<file path="src/rtl/asram_pkg.sv">
package asram_pkg;

    typedef enum logic [2:0] {
        ST_PWRUP,
        ST_IDLE,
        ST_WR_FLOAT,
        ST_WR_DRIVE,
        ST_WR_HOLD,
        ST_RD_ACCESS
    } asram_state_e;

    // Round a time up to whole clock cycles, never fewer than one.
    function automatic int unsigned cycles_for(input int unsigned t_ps, input int unsigned clk_ps);
        int unsigned c;
        c = (t_ps + clk_ps - 1) / clk_ps;
        return (c == 0) ? 1 : c;
    endfunction

    function automatic int unsigned max2(input int unsigned a, input int unsigned b);
        return (a > b) ? a : b;
    endfunction

endpackage

</file>
<file path="src/rtl/asram_pwrup_gate.sv">
module asram_pwrup_gate #(
    parameter int unsigned N_PU = 10000
) (
    input  logic clk,
    input  logic rst_n,
    output logic open_o
);
    localparam int unsigned CW = $clog2(N_PU + 1);
    localparam logic [CW-1:0] LAST = CW'(N_PU - 1);

    logic [CW-1:0] cnt;

    always_ff @(posedge clk or negedge rst_n) begin
        if (!rst_n) begin
            cnt <= '0;
        end else if (cnt != LAST) begin
            cnt <= cnt + 1'b1;
        end
    end

    assign open_o = (cnt == LAST);
endmodule

</file>
<file path="src/rtl/asram_phase_timer.sv">
module asram_phase_timer #(
    parameter int unsigned W = 4
) (
    input  logic         clk,
    input  logic         rst_n,
    input  logic         load,
    input  logic [W-1:0] load_val,
    output logic         done
);
    logic [W-1:0] cnt;

    always_ff @(posedge clk or negedge rst_n) begin
        if (!rst_n) begin
            cnt <= '0;
        end else if (load) begin
            cnt <= load_val;
        end else if (cnt != '0) begin
            cnt <= cnt - 1'b1;
        end
    end

    assign done = (cnt == '0);
endmodule

</file>
<file path="src/rtl/asram_ctrl.sv">
module asram_ctrl
    import asram_pkg::*;
#(
    parameter int unsigned ADDR_W        = 21,
    parameter int unsigned DATA_W        = 16,
    parameter int unsigned CLK_PERIOD_PS = 10000,
    parameter int unsigned T_WP_PS       = 9000,
    parameter int unsigned T_DS_PS       = 7000,
    parameter int unsigned T_HZWE_PS     = 7000,
    parameter int unsigned T_RC_PS       = 12000,
    parameter int unsigned T_AA_PS       = 12000,
    parameter int unsigned T_DOE_PS      = 7000,
    parameter int unsigned T_PWRUP_PS    = 100000000
) (
    input  logic              clk,
    input  logic              rst_n,
    input  logic              req_valid,
    output logic              req_ready,
    input  logic              req_write,
    input  logic [ADDR_W-1:0] req_addr,
    input  logic [DATA_W-1:0] req_wdata,
    input  logic [1:0]        req_mask,
    output logic              rsp_valid,
    output logic [DATA_W-1:0] rsp_rdata,
    output logic [ADDR_W-1:0] sram_addr,
    output logic              sram_ce_n,
    output logic              sram_oe_n,
    output logic              sram_we_n,
    output logic              sram_lb_n,
    output logic              sram_ub_n,
    output logic [DATA_W-1:0] dq_out,
    input  logic [DATA_W-1:0] dq_in,
    output logic              dq_oe
);
    localparam int unsigned LANE_W = DATA_W / 2;
    localparam int unsigned N_HZ   = cycles_for(T_HZWE_PS, CLK_PERIOD_PS);
    localparam int unsigned N_DS   = cycles_for(T_DS_PS, CLK_PERIOD_PS);
    localparam int unsigned N_WP   = cycles_for(T_WP_PS, CLK_PERIOD_PS);
    localparam int unsigned N_WD   = max2(max2(N_DS, (N_WP > N_HZ) ? (N_WP - N_HZ) : 1), 1);
    localparam int unsigned N_RD   = max2(max2(cycles_for(T_RC_PS, CLK_PERIOD_PS),
                                               cycles_for(T_AA_PS, CLK_PERIOD_PS)),
                                          cycles_for(T_DOE_PS, CLK_PERIOD_PS));
    localparam int unsigned N_PU   = cycles_for(T_PWRUP_PS, CLK_PERIOD_PS);
    localparam int unsigned N_MAX  = max2(max2(N_HZ, N_WD), N_RD);
    localparam int unsigned TW     = $clog2(N_MAX + 1);

    asram_state_e state, state_nxt;
    logic          gate_open;
    logic          ph_load;
    logic [TW-1:0] ph_val;
    logic          ph_done;
    logic [1:0]    hold_mask;
    logic          accept;
    logic [1:0]    sel_mask;
    logic          nxt_sel, nxt_wr_strobe, nxt_rd, nxt_drive;

    asram_pwrup_gate #(.N_PU(N_PU)) u_gate (
        .clk    (clk),
        .rst_n  (rst_n),
        .open_o (gate_open)
    );

    asram_phase_timer #(.W(TW)) u_timer (
        .clk      (clk),
        .rst_n    (rst_n),
        .load     (ph_load),
        .load_val (ph_val),
        .done     (ph_done)
    );

    assign req_ready = (state == ST_IDLE);
    assign accept    = req_ready && req_valid;
    assign sel_mask  = accept ? req_mask : hold_mask;

    // Next-state logic and phase timer loading
    always_comb begin
        state_nxt = state;
        ph_load   = 1'b0;
        ph_val    = '0;
        unique case (state)
            ST_PWRUP: begin
                if (gate_open) state_nxt = ST_IDLE;
            end
            ST_IDLE: begin
                if (req_valid) begin
                    ph_load = 1'b1;
                    if (req_write) begin
                        state_nxt = ST_WR_FLOAT;
                        ph_val    = TW'(N_HZ - 1);
                    end else begin
                        state_nxt = ST_RD_ACCESS;
                        ph_val    = TW'(N_RD - 1);
                    end
                end
            end
            ST_WR_FLOAT: begin
                if (ph_done) begin
                    state_nxt = ST_WR_DRIVE;
                    ph_load   = 1'b1;
                    ph_val    = TW'(N_WD - 1);
                end
            end
            ST_WR_DRIVE: begin
                if (ph_done) state_nxt = ST_WR_HOLD;
            end
            ST_WR_HOLD: begin
                state_nxt = ST_IDLE;
            end
            ST_RD_ACCESS: begin
                if (ph_done) state_nxt = ST_IDLE;
            end
        endcase
    end

    // State register
    always_ff @(posedge clk or negedge rst_n) begin
        if (!rst_n) state <= ST_PWRUP;
        else        state <= state_nxt;
    end

    assign nxt_wr_strobe = (state_nxt == ST_WR_FLOAT) || (state_nxt == ST_WR_DRIVE);
    assign nxt_rd        = (state_nxt == ST_RD_ACCESS);
    assign nxt_sel       = nxt_wr_strobe || nxt_rd;
    assign nxt_drive     = (state_nxt == ST_WR_DRIVE) || (state_nxt == ST_WR_HOLD);

    // Registered pin and response outputs
    always_ff @(posedge clk or negedge rst_n) begin
        if (!rst_n) begin
            sram_addr <= '0;
            dq_out    <= '0;
            hold_mask <= '0;
            sram_ce_n <= 1'b1;
            sram_oe_n <= 1'b1;
            sram_we_n <= 1'b1;
            sram_lb_n <= 1'b1;
            sram_ub_n <= 1'b1;
            dq_oe     <= 1'b0;
            rsp_valid <= 1'b0;
            rsp_rdata <= '0;
        end else begin
            if (accept) begin
                sram_addr <= req_addr;
                dq_out    <= req_wdata;
                hold_mask <= req_mask;
            end
            sram_ce_n <= !nxt_sel;
            sram_we_n <= !nxt_wr_strobe;
            sram_oe_n <= !nxt_rd;
            sram_lb_n <= nxt_sel ? !sel_mask[0] : 1'b1;
            sram_ub_n <= nxt_sel ? !sel_mask[1] : 1'b1;
            dq_oe     <= nxt_drive;
            rsp_valid <= (state == ST_RD_ACCESS) && ph_done;
            if ((state == ST_RD_ACCESS) && ph_done) begin
                rsp_rdata <= dq_in & {{LANE_W{hold_mask[1]}}, {LANE_W{hold_mask[0]}}};
            end
        end
    end
endmodule

</file>
<file path="config.mk">
export PLATFORM = sky130hd
export DESIGN_NAME = asram_ctrl
export DESIGN_NICKNAME = d
export VERILOG_FILES = /design/src/rtl/asram_pkg.sv /design/src/rtl/asram_pwrup_gate.sv /design/src/rtl/asram_phase_timer.sv /design/src/rtl/asram_ctrl.sv
export SDC_FILE = /design/constraint.sdc
export NUM_CORES = 1
export LEC_CHECK = 0
export ABC_CLOCK_PERIOD_IN_PS = 1580
export BUFFER_PORTS_ARGS = -buffer_cell sky130_fd_sc_hd__buf_2
export CORE_MARGIN = 5
export CORE_UTILIZATION = 34
export DETAILED_ROUTE_END_ITERATION = 7
export GPL_TIMING_DRIVEN = 1
export RECOVER_POWER = 50
export SYNTH_ARGS = -nofsm -noshare
export SYNTH_HDL_FRONTEND = slang
export SYNTH_HIERARCHICAL = 1
export SYNTH_SLANG_ARGS = --single-unit
</file>
<file path="constraint.sdc">
create_clock -name clk -period 1.58 [get_ports clk]
set_clock_uncertainty 0.1 [all_clocks]
set_input_delay 0.316 -clock clk [delete_from_list [all_inputs] [get_ports clk]]
set_output_delay 0.316 -clock clk [all_outputs]
set_load 0.02 [all_outputs]
</file>
; Word level (Yosys, flattened, before mapping)
; Cells that the tools add are included.
[op_classes]
div_mod_pow = 0
bitwise = 1
n_mux = 18
order_cmp = 0
n_reduce_logical = 14
eq_ne = 11
shifts = 0
multipliers = 0
add_sub_neg = 2
[op_table]
columns = cell, n
row1 = 2-to-1 mux 3 bit, 6
row2 = one-hot mux 3 bit (6 select lines), 1
row3 = AND 16 bit, 1
row4 = adder 14 x 1 -> 14 bit (second input constant), 1
row5 = equality test 14 bit (second input constant), 1
row6 = inequality test 14 bit (second input constant), 1
row7 = equality test 3 x 2 -> 1 bit (second input constant), 4
row8 = equality test 3 bit (second input constant), 4
row9 = 2-to-1 mux 1 bit, 7
row10 = 2-to-1 mux 2 bit, 3
row11 = logical NOT 1 bit, 5
row12 = nonzero test 2 bit, 2
row13 = equality test 3 x 1 -> 1 bit (second input constant), 1
row14 = logical NOT 3 bit, 1
row15 = logical OR 1 bit, 3
row16 = logical AND 1 bit, 2
row17 = logical NOT 2 bit, 1
row18 = one-hot mux 1 bit (2 select lines), 1
row19 = subtractor 2 x 1 -> 2 bit (second input constant), 1
[totals]
n_memories = 0
elab_cells = 60
out_inout_bits = 61
mem_bits_ro = 0
ram_bits = 0
latchBits = 0
in_bits = 59
register_bits = 81

; Logic depth before layout (Yosys ltp)
[logic_depth]
depth_word = 7
mapped_depth = 6
ltp_nobuf = 6

; By module
; The synthesis kept the hierarchy.
[by_module_without_submodules]
columns = mod, seq_area_each_um2, instances, area_per_inst_um2, cells_per_inst
row1 = asram_ctrl, 1632.8, 1, 2761.4, 200
row2 = asram_pwrup_gate, 350.3, 1, 708.2, 61
row3 = asram_phase_timer, 50.0, 1, 113.9, 12

; Least setup slack after synthesis
; OpenSTA, ideal clock, no wires.
[synth_timing]
kind = register to register
from = reg u_gate.cnt[0]
to = reg state[0]
t_required_ps = 1357
period_less_slack_ps = 1728
arrival_time_ps = 1505
setup_time_ps = 123
setup_slack_ps = -148
path_stages_with_launch = 7
path_buffers = 0
cell_sequence = dfrtp_1 > ha_1 > and3_1 > and4_1 > nor3_1 > a21oi_1 > o221a_2
[synth_between]
elab_chain_len = 3
[synth_rtl]
columns = item, line
row1 = start: declaration, asram_pwrup_gate.sv:11  ; logic [CW-1:0] cnt;
row2 = start signal: assignment, asram_pwrup_gate.sv:17  ; cnt <= cnt + 1'b1;
row3 = equality test 14 bit, asram_pwrup_gate.sv:21  ; assign open_o = (cnt == LAST);
row4 = named net gate_open, asram_ctrl.sv:48  ; logic gate_open;
row5 = 2-to-1 mux 3 bit, asram_ctrl.sv:82  ; if (gate_open) state_nxt = ST_IDLE;
row6 = one-hot mux 3 bit (6 select lines), asram_ctrl.sv:80  ; unique case (state)
row7 = named net state_nxt[0], asram_ctrl.sv:47  ; asram_state_e state, state_nxt;
row8 = end signal: assignment, asram_ctrl.sv:118  ; else state <= state_nxt;
row9 = end: declaration, asram_ctrl.sv:47
; The timed path passes the listed nets, and every way through them passes these cells.
; A chain may end at the register's enable or synchronous reset.

; Worst setup path in the final report
[layout_timing]
from = reg state[1]
to = out req_ready
[layout_between]
elab_chain_len = 1
[layout_rtl]
columns = item, line
row1 = equality test 3 x 1 -> 1 bit, asram_ctrl.sv:71  ; assign req_ready = (state == ST_IDLE);
row2 = end: declaration, asram_ctrl.sv:18  ; output logic req_ready,
; Every way passes these cells.

==> reports/metrics.yaml <==
run_status:
  status: "complete, but fails checks"
  failed_checks: "negative setup slack"
synthesis:
  synthArstFlopShare: 1.000
  syn_area_per_cell_um2: 13.13
  ys_types: 48
  yosysSeqAreaShare: 0.5674
  yosys_warnings: 6
  synth_top_area_share: 0.5307
  syn_inst: 273
  yosys.cell_count.top_type: "dfrtp_1"
  synth_area_um2: 3583
  synthFlopType: "dfrtp_1"
  ys_top_cells_by_area: "dfrtp_1, mux2_4, nand2_1"
  synth_edf_count: 0
  synth_area_leader_cell: "dfrtp_1"
  yosys-top-cells-count: "dfrtp_1, nand2_1, mux2_4"
  syn_nets: 334
  ys_seq_elements: 81
timing:
  hold_ws_ns: 0.06960
  fmaxAchievable_mhz: 567.1
  rsz0062_at_grt: "true"
  finalHoldViolCount: 0
  slew_viol_final: 0
  fin_ws_ns: -0.1835
  fin_crit_sh: 1.116
  period_needed_ns: 1.763
  setup_violations: 10
final_layout:
  drive_gt1_frac: 0.5550
  num-nets-final: 492
  regArea_um2: 2033
  diodes: 0
  area_delta_synth_final_pct: 37.57
  design_area_um2: 4930
  multiInputGateArea_um2: 1468
  post-route-util: 0.4775
  nFillCells: 904
  layoutNonFillerInstCount: 572
setup_path:
  end_kind: "primary output"
  worstReg2RegStart: "u_gate/cnt[0]"
  rr_endpoint: "state[0]"
  cp.required_ns: 1.16
  crit_path_start_kind: "flip-flop"
  cp_max_fo: 3
  path_class: "flip-flop to primary output"
  rrSetupSlack_ns: -0.07
  critPathArrivalTime_ns: 1.35
  reg2reg_depth: 6
clocking:
  clk_latency_ns: 0.35
  cts_buffers: 9
  clkSinkCount: 81
  clockBufferDepth: 2
  cts_tree: "built"
  cts_htree_levels: 3
  path_clk_slew_ns: 0.09
  cts-root-buf: "clkbuf_8"
place:
  place_ws_ns: -0.04803
  place.gp.congestion: 0.7873
  io_buffers: 119
  dpl_cell_area_um2: 4518
  place_inst: 545
  dpl.hpwl_um: 6213
job:
  maxCapViolCount: 0
routing:
  drt.antenna.violating_nets: 0
  viasPerCell: 4.575
  vias: 2617
  drc_errors: 0
  wl_um: 8655
  drt_iter0_drc: 168
  dr.pass1.iters: 4
  drt-wirelength-per-cell_um: 15.13
power:
  p_seq_frac: 0.524
  p_clk_frac: 0.393
  power_density_nw_per_um2: 819.5
  peakVddDrop_mv: 0.3631
  combPwrFrac: 0.083
  leakagePower_nw: 2.502
  power.internal_w: 0.003117
  switching_share: 0.2285
  power.switching_w: 0.0009230
floorplan:
  initial_core_util: 0.3471
  num_rows: 37
  core_um2: 10320
  die_area_um2: 12690
  dieWidth_um: 112.7
  dieHeight_um: 112.7
  top_level_ports: 120
worst_hold_path:
  min_from: "req_write"
  hold-path-cell-count: 2
  min-delay-path-class: "input port to flip-flop"
  worstHoldEndpoint: "sram_we_n"
grt:
  grt_pass1_wl_um: 13080
  track_usage: 0.1283
  grt_overflow: 0
  antenna_found_initial: 0
  grt_pass1_vias: 2572
  gr-usage-met1: 0.1674
  grt_busiest_layer: "met2"
  grt_max_degree: 42
  gr-usage-met3: 0.04528
  use_met2: 0.1963
## what timing repair did
action,4_1_cts,5_1_grt
hold buffers,1,0
pin swaps,3,5
resized for setup,5,15
setup buffers,1,5
endpoints found under the setup margin,32,46
endpoints found under the hold margin,39,0
cloned,0,4
## through the flow
step                      total power [W]   TNS, ns
after CTS                        0.004102   -0.2730
final                            0.004040   -0.3094
after global placement           0.002478  -0.01187
after floorplan                  0.002305  -0.02832
after global routing             0.004244    -1.436
after detailed placement         0.002497   -0.6580
## logic make-up after synthesis
family | count (synthesis) | share of synthesized area
flip-flops | 81 | 0.5674
XOR/XNOR | 11 | 0.02689
AO/OA/AOI/OAI | 32 | 0.05587
other | 1 | 0.001046
buffers and inverters | 19 | 0.04155
adder cells (fa/ha/maj) | 2 | 0.006982
multiplexers | 42 | 0.1714
AND/OR/NAND/NOR | 85 | 0.1288
## flip-flops by register name, indices dropped and copies added (netlist names), 2 cells and up
signal / flops
rsp_rdata: 16
dq_out: 16
u_timer/cnt: 2
sram_addr: 21
hold_mask: 2
u_gate/cnt: 14
state: 3
## final cells by class
type	count	area share
multi-input combinational	173	0.2977
inverter	6	0.004569
clock buffer	12	0.03350
clock inverter	4	0.01015
tap	136	0.03452
timing repair buffer	160	0.2071
sequential	81	0.4124
## power groups by stage
| stage | registers (W) | clock network [W] | logic [W] |
|---|---|---|---|
| final | 0.00212 | 0.00159 | 0.000337 |
| after global placement | 0.00215 | 0 | 0.000324 |
| after detailed placement | 0.00216 | 0 | 0.000341 |
| after CTS | 0.00212 | 0.00164 | 0.000344 |
| after floorplan | 0.00215 | 0 | 0.000151 |
| after global routing | 0.00212 | 0.00174 | 0.000385 |
## per-layer routing
layer | vias to the layer above | share of wire
met3 | 7 | 0.078
met2 | 83 | 0.46
met4 | 0 | 0.013
li1 | 1261 | -
met1 | 1266 | 0.44
met5 | - | 0
## cells in the final DEF (no fill, tap or decap), types with 2 or more instances in the layout
cell,synthesis,final
nand3_1,6,6
and2_1,3,2
buf_4,0,29
clkbuf_8,0,12
o21ai_1,0,3
inv_1,6,6
nor4_2,0,3
nor4b_4,2,2
dfrtp_1,76,76
nor2_1,7,7
or2b_1,2,2
nand2_1,42,39
clkbuf_16,0,3
buf_12,3,3
clkinvlp_4,0,2
ha_2,0,2
o21ai_0,19,16
mux2_4,38,39
dfstp_2,5,5
nor3_1,5,4
buf_2,1,117
nand2_2,0,3
buf_6,2,4
a21oi_1,4,3
xnor2_1,2,2
xor2_1,9,9
mux2_2,3,2
## worst max-delay path by stage
| stage | to | slack, ns | from | cells past startpoint |
|---|---|---|---|---|
| final | req_ready | -0.18 | state[1] | 4 |
| after global routing | req_ready | -0.26 | state[1] | 4 |
| after CTS | req_ready | -0.23 | state[1] | 4 |
| after detailed placement | state[0] | -0.05 | u_gate/cnt[1] | 6 |
| after global placement | state[0] | -0.01 | u_gate/cnt[1] | 6 |
| after floorplan | state[0] | -0.03 | u_gate/cnt[0] | 6 |
## critical path, cell delays in order (launching register included)
cell,delay (ns)
dfrtp_1,0.41
buf_6,0.12
and2b_1,0.20
and2_4,0.15
buf_6,0.11
No activity file was read; power rests on OpenSTA's default activity.
